==> src/rtl/ipi_tmr_pkg.sv <==
package ipi_tmr_pkg;
  localparam int MASK_W = 4;
  localparam int DATA_W = 64;
  localparam int POST_LSB = 12;
  localparam int IPI_CLR_LSB = 8;
  localparam int TIM_CLR_LSB = 4;
  localparam int ERR_ACK_BIT = 28;

  typedef enum logic [1:0] {
    REG_CTRL    = 2'd0,
    REG_IPI_REQ = 2'd1,
    REG_IPI_ST  = 2'd2,
    REG_TIM_ST  = 2'd3
  } regSel_e;

  typedef struct packed {
    logic [MASK_W-1:0] postIpi;
    logic [MASK_W-1:0] clrIpi;
    logic [MASK_W-1:0] clrTim;
    logic              badWrite;
  } strobes_t;
endpackage

==> src/rtl/ipi_tmr_ctrl.sv <==
module ipi_tmr_ctrl
  import ipi_tmr_pkg::*;
#(
  parameter int NUM_CPU = 4
) (
  input  logic              clk,
  input  logic              rstN,
  input  logic              regWrEn,
  input  logic [1:0]        regAddr,
  input  logic [DATA_W-1:0] regWrData,
  output strobes_t          stb
);
  localparam logic [MASK_W-1:0] CPU_EN = MASK_W'((1 << NUM_CPU) - 1);

  logic [MASK_W-1:0] fPost, fIpiClr, fTimClr, fLow;
  logic              fAck;

  assign fPost   = regWrData[POST_LSB +: MASK_W];
  assign fIpiClr = regWrData[IPI_CLR_LSB +: MASK_W];
  assign fTimClr = regWrData[TIM_CLR_LSB +: MASK_W];
  assign fLow    = regWrData[MASK_W-1:0];
  assign fAck    = regWrData[ERR_ACK_BIT];

  always_comb begin
    stb = '0;
    if (regWrEn) begin
      unique case (regSel_e'(regAddr))
        REG_CTRL: begin
          if (fPost == '0 && fIpiClr == '0 && fTimClr == '0 && !fAck) begin
            stb.badWrite = 1'b1;
          end else begin
            stb.postIpi = fPost & CPU_EN;
            stb.clrIpi  = fIpiClr & CPU_EN;
            stb.clrTim  = fTimClr & CPU_EN;
          end
        end
        REG_IPI_REQ: begin
          if (fLow == '0) stb.badWrite = 1'b1;
          else            stb.postIpi = fLow & CPU_EN;
        end
        REG_IPI_ST: begin
          if (fLow == '0) stb.badWrite = 1'b1;
          else            stb.clrIpi = fLow & CPU_EN;
        end
        default: begin
          if (fLow == '0) stb.badWrite = 1'b1;
          else            stb.clrTim = fLow & CPU_EN;
        end
      endcase
    end
  end

  // a zero mask on a dedicated register is always flagged
  assert_zero_mask_err_R7: assert property (@(posedge clk) disable iff (!rstN)
    (regWrEn && regAddr != 2'd0 && regWrData[3:0] == 4'd0) |-> stb.badWrite);

  // an invalid write carries no operation
  assert_bad_is_inert_R7: assert property (@(posedge clk) disable iff (!rstN)
    stb.badWrite |-> (stb.postIpi == '0 && stb.clrIpi == '0 && stb.clrTim == '0));
endmodule

==> src/rtl/ipi_tmr_dp.sv <==
module ipi_tmr_dp
  import ipi_tmr_pkg::*;
#(
  parameter int NUM_CPU = 4
) (
  input  logic              clk,
  input  logic              rstN,
  input  strobes_t          stb,
  input  logic              timerTick,
  input  logic              regRdEn,
  input  logic [1:0]        regAddr,
  input  logic [1:0]        reqId,
  output logic [DATA_W-1:0] rdData,
  output logic [MASK_W-1:0] ipiPend,
  output logic [MASK_W-1:0] timPend,
  output logic              warnPulse,
  output logic              errPulse
);
  localparam logic [MASK_W-1:0] CPU_EN = MASK_W'((1 << NUM_CPU) - 1);

  logic [MASK_W-1:0] dupPost, missClr, ipiNext, timNext;

  assign dupPost = stb.postIpi & ipiPend;
  assign missClr = stb.clrIpi & ~(ipiPend | stb.postIpi);
  assign ipiNext = (ipiPend | stb.postIpi) & ~stb.clrIpi;
  assign timNext = timerTick ? CPU_EN : (timPend & ~stb.clrTim);

  always_ff @(posedge clk or negedge rstN) begin
    if (!rstN) begin
      ipiPend   <= '0;
      timPend   <= '0;
      warnPulse <= 1'b0;
      errPulse  <= 1'b0;
    end else begin
      ipiPend   <= ipiNext;
      timPend   <= timNext;
      warnPulse <= |(dupPost | missClr);
      errPulse  <= stb.badWrite;
    end
  end

  always_comb begin
    rdData = '0;
    if (regRdEn) begin
      unique case (regSel_e'(regAddr))
        REG_CTRL: begin
          rdData[IPI_CLR_LSB +: MASK_W] = ipiPend;
          rdData[TIM_CLR_LSB +: MASK_W] = timPend;
          rdData[1:0]                   = reqId;
        end
        REG_IPI_ST: rdData[MASK_W-1:0] = ipiPend;
        REG_TIM_ST: rdData[MASK_W-1:0] = timPend;
        default:    rdData = '0;
      endcase
    end
  end

  // a tick leaves every timer bit set, whatever clear came with it
  assert_tick_fills_R5: assert property (@(posedge clk) disable iff (!rstN)
    timerTick |=> (timPend == CPU_EN));

  // a post without a clear leaves the posted bits pending
  assert_post_sets_R2: assert property (@(posedge clk) disable iff (!rstN)
    (stb.postIpi != '0 && stb.clrIpi == '0) |=>
      ((ipiPend & $past(stb.postIpi)) == $past(stb.postIpi)));

  // a timer clear without a tick empties the named bits
  assert_tim_clear_R3: assert property (@(posedge clk) disable iff (!rstN)
    (!timerTick && stb.clrTim != '0) |=> ((timPend & $past(stb.clrTim)) == '0));

  // no IPI operation keeps the IPI state
  assert_ipi_hold_R9: assert property (@(posedge clk) disable iff (!rstN)
    (stb.postIpi == '0 && stb.clrIpi == '0) |=> $stable(ipiPend));

  // a duplicate post is always reported
  assert_dup_warn_R6: assert property (@(posedge clk) disable iff (!rstN)
    ((stb.postIpi & ipiPend) != '0) |=> warnPulse);
endmodule

==> src/rtl/ipi_tmr_ctrl_top.sv <==
module ipi_tmr_ctrl_top
  import ipi_tmr_pkg::*;
#(
  parameter int NUM_CPU = 4
) (
  input  logic        clk,
  input  logic        rstN,
  input  logic        regWrEn,
  input  logic        regRdEn,
  input  logic [1:0]  regAddr,
  input  logic [63:0] regWrData,
  input  logic [1:0]  reqId,
  input  logic        timerTick,
  output logic [63:0] regRdData,
  output logic [3:0]  ipiIrq,
  output logic [3:0]  timerIrq,
  output logic        warnPulse,
  output logic        errPulse
);
  strobes_t stb;

  ipi_tmr_ctrl #(.NUM_CPU(NUM_CPU)) uCtrl (
    .clk       (clk),
    .rstN      (rstN),
    .regWrEn   (regWrEn),
    .regAddr   (regAddr),
    .regWrData (regWrData),
    .stb       (stb)
  );

  ipi_tmr_dp #(.NUM_CPU(NUM_CPU)) uDp (
    .clk       (clk),
    .rstN      (rstN),
    .stb       (stb),
    .timerTick (timerTick),
    .regRdEn   (regRdEn),
    .regAddr   (regAddr),
    .reqId     (reqId),
    .rdData    (regRdData),
    .ipiPend   (ipiIrq),
    .timPend   (timerIrq),
    .warnPulse (warnPulse),
    .errPulse  (errPulse)
  );
endmodule

==> config.mk <==
export PLATFORM = sky130hd
export DESIGN_NAME = ipi_tmr_ctrl_top
export DESIGN_NICKNAME = d
export VERILOG_FILES = /design/src/rtl/ipi_tmr_pkg.sv /design/src/rtl/ipi_tmr_ctrl.sv /design/src/rtl/ipi_tmr_dp.sv /design/src/rtl/ipi_tmr_ctrl_top.sv
export SDC_FILE = /design/constraint.sdc
export NUM_CORES = 1
export LEC_CHECK = 0
export BUFFER_PORTS_ARGS = -buffer_cell sky130_fd_sc_hd__buf_2
export CAP_MARGIN = 20
export CORE_UTILIZATION = 35
export CTS_CLUSTER_SIZE = 25
export DETAILED_ROUTE_END_ITERATION = 6
export GPL_TIMING_DRIVEN = 0
export PLACE_DENSITY_LB_ADDON = 0.12
export SETUP_SLACK_MARGIN = 0.1
export SLEW_MARGIN = 15
export SYNTH_ARGS = -nofsm -noshare
export SYNTH_HDL_FRONTEND = slang
export SYNTH_SLANG_ARGS = --single-unit
==> constraint.sdc <==
create_clock -name clk -period 2.3 [get_ports clk]
set_clock_uncertainty 0.2 [all_clocks]
set_input_delay 0.23 -clock clk [delete_from_list [all_inputs] [get_ports clk]]
set_output_delay 0.23 -clock clk [all_outputs]
set_load 0.1 [all_outputs]
# Yosys cells after proc, flatten, opt, wreduce, memory -nomap -nowiden

Index checks and enable logic that the tools add are counted.

Eq/ne operators: 3
Mux-type cells: 14
Bitwise gates (word level): 9
Reduce and logical (&&, ||, !) cells: 11

Operator list:

| kind               | number |
|---|---|
| $mux 12            | 2 |
| $pmux 4 s2         | 3 |
| $and 4x4->4        | 4 |
| $logic_not 4->1    | 4 |
| $mux 13            | 1 |
| $not 4->4          | 3 |
| $mux 4             | 2 |
| $mux 8             | 1 |
| $or 4x4->4         | 2 |
| $pmux 2 s3         | 1 |
| $eq 2x2->1 const B | 2 |
| $pmux 2 s2         | 1 |
| $reduce_or 4->1    | 1 |
| $logic_and 1x1->1  | 3 |
| $mux 1             | 3 |
| $eq 2x1->1 const B | 1 |
| $logic_not 2->1    | 1 |
| $reduce_or 2->1    | 1 |
| $logic_not 1->1    | 1 |

Register bits: 10
Output and inout port bits: 74
Bits of input ports: 73

# Logic depth before layout (Yosys ltp)

Gate-level depths: netlist of run 1.

Depth in word-level cells: 12
Mapped depth: 6

# Hierarchy

From an unflattened synthesis of run 1, not the netlist that was laid out.

Cells, all modules: 147
Area total of the unflattened synthesis: 1187.4 um^2

Modules (own cells, without submodules):

| module       | sequential area each (um^2) | cells each | area an instance (um^2) | times used |
|---|---|---|---|---|
| ipi_tmr_dp   | 250.2                       | 106        | 932.1                   | 1 |
| ipi_tmr_ctrl | 0.0                         | 41         | 255.2                   | 1 |

# Worst setup path before layout of run 1

Ideal clock, no wire load.

Path kind: register to output
Start: register uDp.ipiPend[0]
End: output regRdData[0]
Cell stages (with the launch flop): 5
Slack: -0.786 ns
Data arrival time: 2.656 ns
Buffers on the path: 0
Path through: dfrtp_1 inv_1 o21ai_0 a22oi_1 nor2b_1

Cells in the longest elaborated chain, start to end: 2

RTL lines:

| what                   | line                   | RTL |
|---|---|---|
| from (decl)            | ipi_tmr_dp.sv:14       | `output logic [MASK_W-1:0] ipiPend,` |
| from (signal assigned) | ipi_tmr_dp.sv:35       | `ipiPend <= ipiNext;` |
| $pmux 2 s3             | ipi_tmr_dp.sv:45       | `unique case (regSel_e'(regAddr))` |
| $mux 12                | ipi_tmr_dp.sv:44       | `if (regRdEn) begin` |
| to (decl)              | ipi_tmr_ctrl_top.sv:14 | `output logic [63:0] regRdData,` |

Every way passes these cells.

# Final worst setup path of run 1

Start: input regAddr[1]
End: output regRdData[7]

Cells in the longest elaborated chain, start to end: 3

RTL lines:

| what            | line                   | RTL |
|---|---|---|
| from (decl)     | ipi_tmr_ctrl_top.sv:10 | `input logic [1:0] regAddr,` |
| $logic_not 2->1 | ipi_tmr_dp.sv:45       |  |
| $mux 8          | ipi_tmr_dp.sv:45       |  |
| $mux 12         | ipi_tmr_dp.sv:44       |  |

Every way passes these cells.

==> results of run 1 <==
-- power by group --
group          switching [mW]  internal (mW)  total (mW)
registers              0.0248          0.198       0.222
clock network          0.0578         0.0960       0.154
logic                   0.707          0.155       0.863
-- final timing paths --
check                                from        endpoint  slack, ns
max reg2reg                uDp.ipiPend[3]   uDp.warnPulse       0.97
max in group asynchronous            rstN  uDp.ipiPend[1]       1.54
min reg2reg                uDp.timPend[1]  uDp.timPend[1]       0.36
min                               regWrEn    uDp.errPulse       0.06
max                            regAddr[1]    regRdData[7]       0.23
min in group asynchronous            rstN    uDp.errPulse       0.15
-- per-stage QoR --
step                      instances  instance area (um^2)  util (%)  hold WS, ns
after floorplan                 192                  1400         -       -0.266
after global placement          282                  1680      54.2       -0.100
after detailed placement        282                  1680      54.2       -0.101
after CTS                       288                  1740      56.0       0.0565
after global routing            288                  1740      56.0       0.0727
final                           288                  1740      56.0       0.0592
-- Yosys cell counts, types with 2 or more instances --
| cell type | instances |
|---|---|
| a21oi_1 | 7 |
| a22oi_1 | 4 |
| and3_1 | 11 |
| buf_2 | 2 |
| buf_4 | 53 |
| dfrtp_1 | 10 |
| inv_1 | 2 |
| mux2_2 | 4 |
| mux2i_1 | 7 |
| nand2_1 | 3 |
| nand2b_1 | 4 |
| nand4_1 | 3 |
| nor2_1 | 11 |
| nor2b_1 | 2 |
| nor4_1 | 3 |
| o21ai_0 | 3 |
| o21ai_1 | 2 |
-- cells in the final DEF, fill, tap and decap left out, types with 2 or more instances in the layout --
| cell type | n |
|---|---|
| inv_1 | 2 |
| buf_2 | 48 |
| a21oi_1 | 7 |
| dlygate4sd3_1 | 2 |
| nand2_1 | 3 |
| nor4_1 | 3 |
| and3_1 | 5 |
| buf_4 | 53 |
| dfrtp_1 | 8 |
| mux2_2 | 4 |
| mux2i_1 | 7 |
| clkbuf_4 | 3 |
| a22oi_1 | 4 |
| nand4_1 | 3 |
| conb_1 | 52 |
| nor2b_4 | 2 |
| nor2_1 | 9 |
| nor2_4 | 2 |
| and3_2 | 6 |
| o21ai_0 | 3 |
| dfrtp_2 | 2 |
| nand2b_1 | 4 |
| o21ai_1 | 2 |
-- critical path, cell delays in order --
cell and delay, ns:
buf_2 0.12, buf_4 0.17, nor2_2 0.25, buf_2 0.24, and3_2 0.19, buf_2 0.42
-- kinds of logic (layout without fill, tap and decap cells) --
kind of cell / Yosys count / count (layout) / share of synthesized area, %
compound gates: 21 / 21 / 13.4
flops: 10 / 10 / 21.5
other cells: 1 / 52 / 0.322
simple gates: 39 / 39 / 17.8
mux: 11 / 11 / 9.89
buf+inv: 59 / 111 / 37.0
-- state kept, by name (all words and copies together) (netlist names) --
register	count
uDp.ipiPend	4
uDp.timPend	4
uDp.warnPulse	1
uDp.errPulse	1
-- final cells by class --
cell class	instances	area [um^2]
plain buffers	57	423
clock buffers	4	36.3
fillers	302	1370
inverters	2	7.51
multi-input cells	123	712
flip-flops and latches	10	253
well taps	44	55.1
repair buffers	48	250
-- per-layer routing --
layer | vias to the layer above | track usage (%) | routed length (um)
met2 | 56 | 28.7 | 1380
met4 | 0 | 1.99 | 7
met1 | 465 | 17.7 | 1120
met3 | 2 | 3.90 | 219
li1 | 595 | - | -
met5 | - | 0 | 0
==> impl_metrics.yaml, run 1 <==
clock_network:
  cts_setup_buffers: 0
  cts_inserted_buffers: 3
  cts_sinks: 10
  cts_hold_buf: 2
  h-tree-depth: 1
  clk_pin_slew_ns: 0.06
  cts-root-buf: "clkbuf_4"
  cts_buffer_depth: 2
  clock_latency_ns: 0.26
  cts_resized: 0
  tritoncts: "done"
critical_path:
  cp-start-kind: "input port"
  rr_worst_depth: 3
  cp_data_required_time_ns: 1.87
  end_kind: "primary output"
  crit_arrival_ns: 1.64
  crit_path_max_fanout: 10
  crit_type: "input port to primary output"
cells_and_area:
  drive_above_1_share_pct: 51.6
  n_antenna_cell: 0
  syn_to_final_growth_pct: 49.2
  final_nets: 318
die:
  die_w_um: 59.7
  io_pins: 147
  core_mm2: 0.00310
  die-area_mm2: 0.00356
  num_rows: 20
  dieHeight_um: 59.7
  start_util_pct: 37.5
timing:
  timing_hold_violations_final: 0
  fmax_mhz: 484
  period_needed_ns: 2.07
  slew_violations: 0
  rsz0062_at_grt: "no"
  finalSetupTns_ns: 0
  setup_viol: 0
  setup_slack_ns: 0.235
  final.period_utilization_pct: 89.8
placed_design:
  dpl_worst_slack_ns: 0.233
  dp_hpwl_um: 2390
  gp_congestion: 0.842
  port_buffers: 46
synthesis:
  synth.largest_area_cell: "buf_4"
  netlist_area_mm2: 0.00116
  syn_inst: 141
  seq_area_frac_synth_pct: 21.5
  yosysTopAreaCellShare_pct: 34.2
  ys_types: 27
  synth-main-ff-cell: "dfrtp_1"
  avgSynthCellArea_um2: 8.25
  synth_seq_cells: 10
  ys_async_sr_fraction_pct: 100
  yosys_warnings: 0
  synthTopCellsByArea: "buf_4, dfrtp_1, mux2i_1"
  synth_edf_count: 0
detailed_routing:
  wl_um: 2730
  drt-initial-drc-count: 12
  wl_per_cell_um: 9.48
  drtAntennaViolNets: 0
  dr.pass1.iters: 4
  avgViaCountPerCell: 3.88
  vias: 1118
  drc_errors: 0
power_and_ir_drop:
  vdd_drop_max_mv: 0.420
  p_per_area_mw_per_mm2: 713
  leakage_nw: 1.03
  total_power_mw: 1.24
global_routing:
  first_global_vias: 940
  overflow: 0
  grt_usage_pct: 15.3
  antenna_found_initial: 0
  grt_max_degree: 11
  grt_pass1_wl_um: 4080
min_path:
  hp-class: "input port to register"
  min_delay_path_depth: 3
outcome:
  status: "complete, no violations"
run:
  cap_violations: 0
(Power assumes the default switching activity.)
==> run 2, diff against run 1 <==
- BUFFER_PORTS_ARGS: -buffer_cell sky130_fd_sc_hd__buf_2 -> -buffer_cell sky130_fd_sc_hd__clkbuf_2
- SYNTH_HIERARCHICAL: default -> 1
==> run 2 against run 1 <==
Maximum frequency is 3.9% higher; cell count is 2.1% higher; wire length down 2.3%; critical path type is now register to primary output.
==> impl_metrics.yaml, run 2 <==
detailed_routing:
  avgViaCountPerCell: 3.83
  drc_errors: 0
  drt-initial-drc-count: 15
  dr.pass1.iters: 4
  wl_um: 2670
  vias: 1126
  wl_per_cell_um: 9.07
  drtAntennaViolNets: 0
timing:
  timing_hold_violations_final: 0
  period_needed_ns: 1.99
  slew_headroom_pct: 63.6
  rsz0062_at_grt: "no"
  setup_viol: 0
  finalSetupTns_ns: 0
  tightest_slew_ns: 0.549
  slew_violations: 0
  fmax_mhz: 503
  final.period_utilization_pct: 86.4
die:
  start_util_pct: 38.0
  core_mm2: 0.00313
  io_pins: 147
  dieHeight_um: 60.2
  die-area_mm2: 0.00363
  die_w_um: 60.2
  num_rows: 20
clock_network:
  cts_inserted_buffers: 3
  cts_sinks: 10
  cts_buffer_depth: 2
  tritoncts: "done"
  clk_pin_slew_ns: 0.07
  cts_setup_buffers: 0
  h-tree-depth: 1
  clock_latency_ns: 0.25
  cts_resized: 0
  cts-root-buf: "clkbuf_4"
global_routing:
  antenna_found_initial: 0
  grt_pass1_wl_um: 3840
  first_global_vias: 936
  overflow: 0
  grt_usage_pct: 14.0
  grt_max_degree: 11
synthesis:
  ys_async_sr_fraction_pct: 100
  synth_most_common_cell: "buf_4"
  syn_inst: 147
  yosysTopAreaCellShare_pct: 34.1
  synth-main-ff-cell: "dfrtp_1"
  synth.largest_area_cell: "buf_4"
  netlist_area_mm2: 0.00119
  synthTopCellsByArea: "buf_4, dfrtp_1, mux2i_1"
  synth.top_cells.by_count: "buf_4, nor2_1, dfrtp_1, mux2i_1, and3_1"
  ys_types: 25
  synth_edf_count: 0
  avgSynthCellArea_um2: 8.08
  synth_seq_cells: 10
  seq_area_frac_synth_pct: 21.1
  yosys_warnings: 6
min_path:
  min_delay_path_depth: 2
  hp-class: "input port to register"
  hold_path_startpoint: "timerTick"
  hold_path_end: "uDp/timPend[0]"
critical_path:
  cp_data_required_time_ns: 1.87
  cp-start-kind: "register"
  crit_type: "register to primary output"
  crit_path_max_fanout: 5
  regToRegEndpoint: "uDp/warnPulse"
  rr_worst_depth: 3
  crit_arrival_ns: 1.56
  rrSetupSlack_ns: 0.97
  rr_startpoint: "uDp/ipiPend[1]"
  end_kind: "primary output"
cells_and_area:
  final_nets: 324
  fillCellCount: 297
  mostFrequentLayoutCells: "buf_4, conb_1, clkbuf_2"
  regArea_um2: 253
  top_regs: "uDp/ipiPend: 4 flops, uDp/timPend: 4 flops"
  drive_above_1_share_pct: 49.2
  n_antenna_cell: 0
  syn_to_final_growth_pct: 47.8
  fin_cells: 294
  final_common_cell: "buf_4"
  multi_input_area_um2: 731
outcome:
  status: "complete, no violations"
placed_design:
  port_buffers: 47
  gp_congestion: 0.868
  dp_hpwl_um: 2390
  placed_cells: 289
power_and_ir_drop:
  vdd_drop_max_mv: 0.264
  p_per_area_mw_per_mm2: 700
  leakage_nw: 1.04
run:
  cap_violations: 0
## run 2: changes by cell type after synthesis, sizes merged, moves of 3 or more
cell    delta
o21ai      -4
a21boi     +5
mux2i      +3
nor2       +8
a21oi      -7
and3       -3
a21o       +4
nand3      +5
## run 2: critical path, stage by stage, from the launching register on
cell,delay (ns)
dfrtp_1,0.43
mux2_4,0.29
a22oi_2,0.16
nor2b_4,0.05
clkbuf_2,0.37
## run 2: worst max path at each step
stage / slack (ns) / start / to
detailed placement: 0.46 / regAddr[1] / uDp/warnPulse
CTS: 0.30 / uDp/ipiPend[0] / regRdData[0]
global route: 0.25 / uDp/ipiPend[0] / regRdData[0]
finish: 0.31 / uDp/ipiPend[0] / regRdData[0]
global placement: 0.46 / regAddr[1] / uDp/warnPulse
floorplan: 0.08 / uDp/ipiPend[0] / regRdData[0]
## run 2: per-stage QoR
stage / setup WS, ns / util [%] / hold slack [ns] / power (mW) / area, um^2
after floorplan: 0.0752 / - / -0.266 / 0.989 / 1420
after global placement: 0.462 / 54.6 / -0.0961 / 1.08 / 1710
after detailed placement: 0.463 / 54.6 / -0.0988 / 1.08 / 1710
after CTS: 0.297 / 56.1 / 0.00640 / 1.24 / 1760
after global routing: 0.252 / 56.1 / 0.0216 / 1.28 / 1760
final: 0.312 / 56.1 / 0.00711 / 1.23 / 1760
## run 2: repair_timing
action	4_1_cts	5_1_grt
hold buffers	1	0
hold endpoints to repair	10	0
endpoints found under the setup margin	0	0
## run 2: power breakdown
part           internal, mW  total (mW)  switching (mW)
sequential            0.197       0.221          0.0238
clock                0.0959       0.152          0.0557
combinational         0.151       0.856           0.705
## run 2: layout make-up
type	count	area share, %
buffer	56	23.9
clock buffer	4	2.07
inverter	4	0.855
multi-input combinational	128	41.6
sequential	10	14.4
tap	44	3.14
timing repair buffer	48	14.0
## run 2: kinds of logic after synthesis
kind of cell / count (synthesis) / share of synthesized area (%)
and+or+nand+nor: 48 / 20.0
DFF: 10 / 21.1
other: 1 / 0.316
muxes: 12 / 11.0
AOI/OAI and AO/OA: 16 / 11.0
buffers and inverters: 60 / 36.7
## run 2: layer usage
metal	global-route usage, %	vias up	share of wire, %
met5	0	-	0
met4	2.99	0	0.22
met3	2.60	2	11
met2	27.5	62	50
met1	15.2	468	39
li1	-	594	-
